$ cat config.mk
export PLATFORM = sky130hd
export DESIGN_NAME = llc_victim_pick
export DESIGN_NICKNAME = d
export VERILOG_FILES = /design/src/rtl/llc_victim_pick.sv
export SDC_FILE = /design/constraint.sdc
export NUM_CORES = 1
export LEC_CHECK = 0
export ABC_CLOCK_PERIOD_IN_PS = 17800
export BUFFER_PORTS_ARGS = -buffer_cell sky130_fd_sc_hd__buf_2
export CAP_MARGIN = 15
export CORE_UTILIZATION = 32
export CTS_BUF_LIST = sky130_fd_sc_hd__clkbuf_16
export DETAILED_ROUTE_END_ITERATION = 6
export PLACE_DENSITY = 0.56
export SLEW_MARGIN = 25
export SYNTH_ARGS = -nofsm -noshare
export SYNTH_HDL_FRONTEND = slang
export SYNTH_SLANG_ARGS = --single-unit
$ cat constraint.sdc
create_clock -name clk -period 17.8 [get_ports clk]
set_input_delay 1.78 -clock clk [delete_from_list [all_inputs] [get_ports clk]]
set_output_delay 1.78 -clock clk [all_outputs]
set_load 0.02 [all_outputs]
$ cat src/rtl/llc_victim_pick.sv
module llc_victim_pick #(
  parameter int WAYS   = 8,
  parameter int RANK_W = $clog2(WAYS)
) (
  input  logic                     clk,
  input  logic                     rst_n,
  input  logic                     pick_req,
  input  logic [WAYS-1:0]          way_valid,
  input  logic [WAYS-1:0]          way_dirty,
  input  logic [WAYS*RANK_W-1:0]   lru_rank,
  input  logic                     fill_spec,
  input  logic [RANK_W-1:0]        fill_way,
  input  logic                     store_poison_hit,
  input  logic [RANK_W-1:0]        store_way,
  input  logic                     verify_clr,
  output logic [RANK_W-1:0]        victim_way,
  output logic                     victim_ok,
  output logic                     victim_wb,
  output logic                     evict_stall,
  output logic [WAYS-1:0]          poison_bits
);

  logic [WAYS-1:0]   poison_q, locked, set_mask;
  logic              stall_q, inv_hit, old_hit, any_free;
  logic [RANK_W-1:0] inv_idx, old_idx, old_rank, pick_idx;

  assign locked = way_valid & way_dirty & poison_q;

  always_comb begin
    set_mask = '0;
    if (fill_spec)        set_mask[fill_way]  = 1'b1;
    if (store_poison_hit) set_mask[store_way] = 1'b1;
  end

  always_ff @(posedge clk) begin
    if (!rst_n)          poison_q <= '0;
    else if (verify_clr) poison_q <= set_mask;
    else                 poison_q <= poison_q | set_mask;
  end

  always_comb begin
    inv_hit = 1'b0;
    inv_idx = '0;
    for (int i = 0; i < WAYS; i++) begin
      if (!inv_hit && !way_valid[i]) begin
        inv_hit = 1'b1;
        inv_idx = RANK_W'(i);
      end
    end
  end

  always_comb begin
    old_hit  = 1'b0;
    old_idx  = '0;
    old_rank = '0;
    for (int i = 0; i < WAYS; i++) begin
      if (way_valid[i] && !locked[i] &&
          (!old_hit || lru_rank[i*RANK_W +: RANK_W] < old_rank)) begin
        old_hit  = 1'b1;
        old_idx  = RANK_W'(i);
        old_rank = lru_rank[i*RANK_W +: RANK_W];
      end
    end
  end

  assign any_free = inv_hit | old_hit;
  assign pick_idx = inv_hit ? inv_idx : old_idx;

  always_ff @(posedge clk) begin
    if (!rst_n)          stall_q <= 1'b0;
    else if (verify_clr) stall_q <= 1'b0;
    else if (pick_req && !any_free) stall_q <= 1'b1;
  end

  assign victim_ok   = pick_req & any_free;
  assign victim_way  = victim_ok ? pick_idx : '0;
  assign victim_wb   = victim_ok & way_valid[pick_idx] & way_dirty[pick_idx];
  assign evict_stall = stall_q;
  assign poison_bits = poison_q;

endmodule

==> impl_results.md <==
* Setup Buffers After CTS at 0
* Mapped Cells at 250
* Area after DPL at 2220 µm²
* Clk root buf: clkbuf_16
* Seq cells post-synth at 9
* Max-cap violations at 0
* Synth async-reset ratio at 0%
* Power Total at 0.157 mW
* Synthesized area at 1810 µm²
* Clock-pin slew on the worst setup and hold paths at 0.04 ns
* Vias at 2169
* Critical path launch point type: primary input
* CTS resizes at 0
* Placed insts at 385
* Peak supply drop at 52.5 µV
* Pwr dens at 68.3 nW/µm²
* Hold slack at 0.516 ns
* Leakage at 1.08 nW
* Pins Over Slew Limit at 0
* Final setup violation count at 0
* Worst slack, placed at 2.26 ns
* Finished Layout Cells at 389
* Most frequent cells in the layout: buf_2, nand2_1, a21oi_1
* Run status: completed
* First-pass GRT wire length at 9090 µm
* Layout cell share with drive strength beyond 1 at 27.8%
* Post-layout instance area at 2300 µm²
* Antenna-violating nets left at 0
* Worst clock skew at 0.000462 ns
* Clock sinks at 9
* Die ar. at 5960 µm²
* Synth area leader: dfxtp_1
* CTS buffer count at 3
* Min cycle time layout at 15.52 ns
* Hpwl dp at 4640 µm
* Commonest non-fill, non-tap cell in the layout: buf_2
* PortBufs at 65
* Worst path max stage delay at 0.45 ns
* Final WL at 5440 µm
* GRT Resource Usage Total at 18.7%
* GP Congestion at 0.843
* Die width at 77.2 µm
* Worst-path maximum fanout at 7
* I/O pin count at 66
* Starting density of the core at 33.1%
* Synth-to-layout area growth at 26.8%
* Clk_lat worst skew at 0.24 ns
* FMAX at 64.4 MHz
* Post-route DRC at 0
* Yosys cell types at 63
* CTS tree: yes
* Yosys warning count at 0
* R2R cell count at 7
* Hold WC Path Type: reg -> reg
* Sequential-to-total area share from yosys stat at 9.95%
* Mean post-synth cell area at 7.24 µm²
* Drt wl/cell at 14.0 µm
* CORE AREA at 5470 µm²
* Fin util at 42.0%
* Setup slack after layout at 2.28 ns
* Htree depth at 1
* Slowest CP cell: a21boi_1
* Setup CP Type: in -> out
* DR pass1 iterations at 4
* Crit path required time at 16.02 ns
* Worst setup EP type: primary output
* Critical path arrival at 13.74 ns
* CTS Hold Bufs at 0
* Die Y at 77.2 µm
* Global route overflow at 0
* Top_reg_cell synth: dfxtp_1
* Synthesized net count at 316
* RSZ-0062 raised after global routing: no
* Initial antenna violation count at 0
* N_diodes at 0
* Largest net degree at the start of global routing at 10
* Synth top area cells: dfxtp_1, ha_1, a21oi_1
* # nets final at 384
* Final hold viol count at 0
* Yosys top cell area share at 9.95%
* Number of DRC markers in iteration 0 at 67
* Worst Tran Pin Value at 0.798 ns
* Vias in the first global route at 2034
* Worst Hold Depth at 2
* Final period util at 87.2%
* EDFF count, synth at 0
* Rows at 27
* Vias per cell at 5.58
* Setup TNS at 0 ns
* Relative max-transition margin at 46.3%
* Clk buf depth at 2
[final timing paths]
check	endpoint	slack, ns	start
worst max-delay path	victim_wb	2.28	way_valid[0]
worst min-delay path	poison_bits[7]	0.52	poison_bits[7]
worst max register to register	evict_stall	15.23	poison_bits[0]
worst min register to register	poison_bits[7]	0.52	poison_bits[7]
[synth_stat cells (5+ instances only)]
library cell / n
nand2_1: 29
a21oi_1: 24
inv_1: 20
nor2_1: 18
ha_1: 14
dfxtp_1: 9
o21a_1: 9
mux2i_1: 8
nand3_1: 7
o21ai_0: 7
a21bo_2: 5
a21boi_0: 5
and2_1: 5
nand2b_1: 5
nand4_1: 5
nor3_1: 5
[logic make-up after synthesis]
logic type | count (synthesis) | synth area share (%)
simple gates | 98 | 29.8
buf+inv | 23 | 4.84
mux | 10 | 5.67
flops | 9 | 9.95
fa+ha+maj | 14 | 9.68
compound gates | 96 | 40.1
[metal layers]
metal,share of wire (%),global-route usage [%],wire length (µm),vias up
li1,-,-,-,1098
met1,47,24.3,2570,988
met2,45,31.6,2480,78
met3,6.4,3.21,346,5
met4,0.97,4.91,53,0
met5,0,0,0,-
[cell type report]
class	instances	area (µm²)
Clock inverter	1	3.75
Fill cell	616	3180
Clock buffer	3	75.1
Multi-Input combinational cell	218	1540
Tap cell	72	90.1
Sequential cell	9	180
Inverter	21	78.8
Timing Repair Buffer	65	325
[power by group]
part / leakage, nW / switching [mW] / total (mW) / internal (mW)
Combinational: 0.961 / 0.0523 / 0.0954 / 0.0431
Clock: 0.0423 / 0.0102 / 0.0396 / 0.0294
Sequential: 0.0733 / 0.000816 / 0.0219 / 0.0211
Total: 1.08 / 0.0633 / 0.157 / 0.0936
[sequential cells by signal, summed over array words and instances, names as in the netlist]
name         flops
poison_bits      8
evict_stall      1
[worst max-delay path: cells and delay by family]
family	cells	cell delay (ns)
AOI/OAI and AO/OA	26	5.53
and+or+nand+nor	15	2.51
adders and majority gates	7	1.86
muxes	5	1.56
buffers and inverters	5	0.48
(Power assumes the default switching activity.)
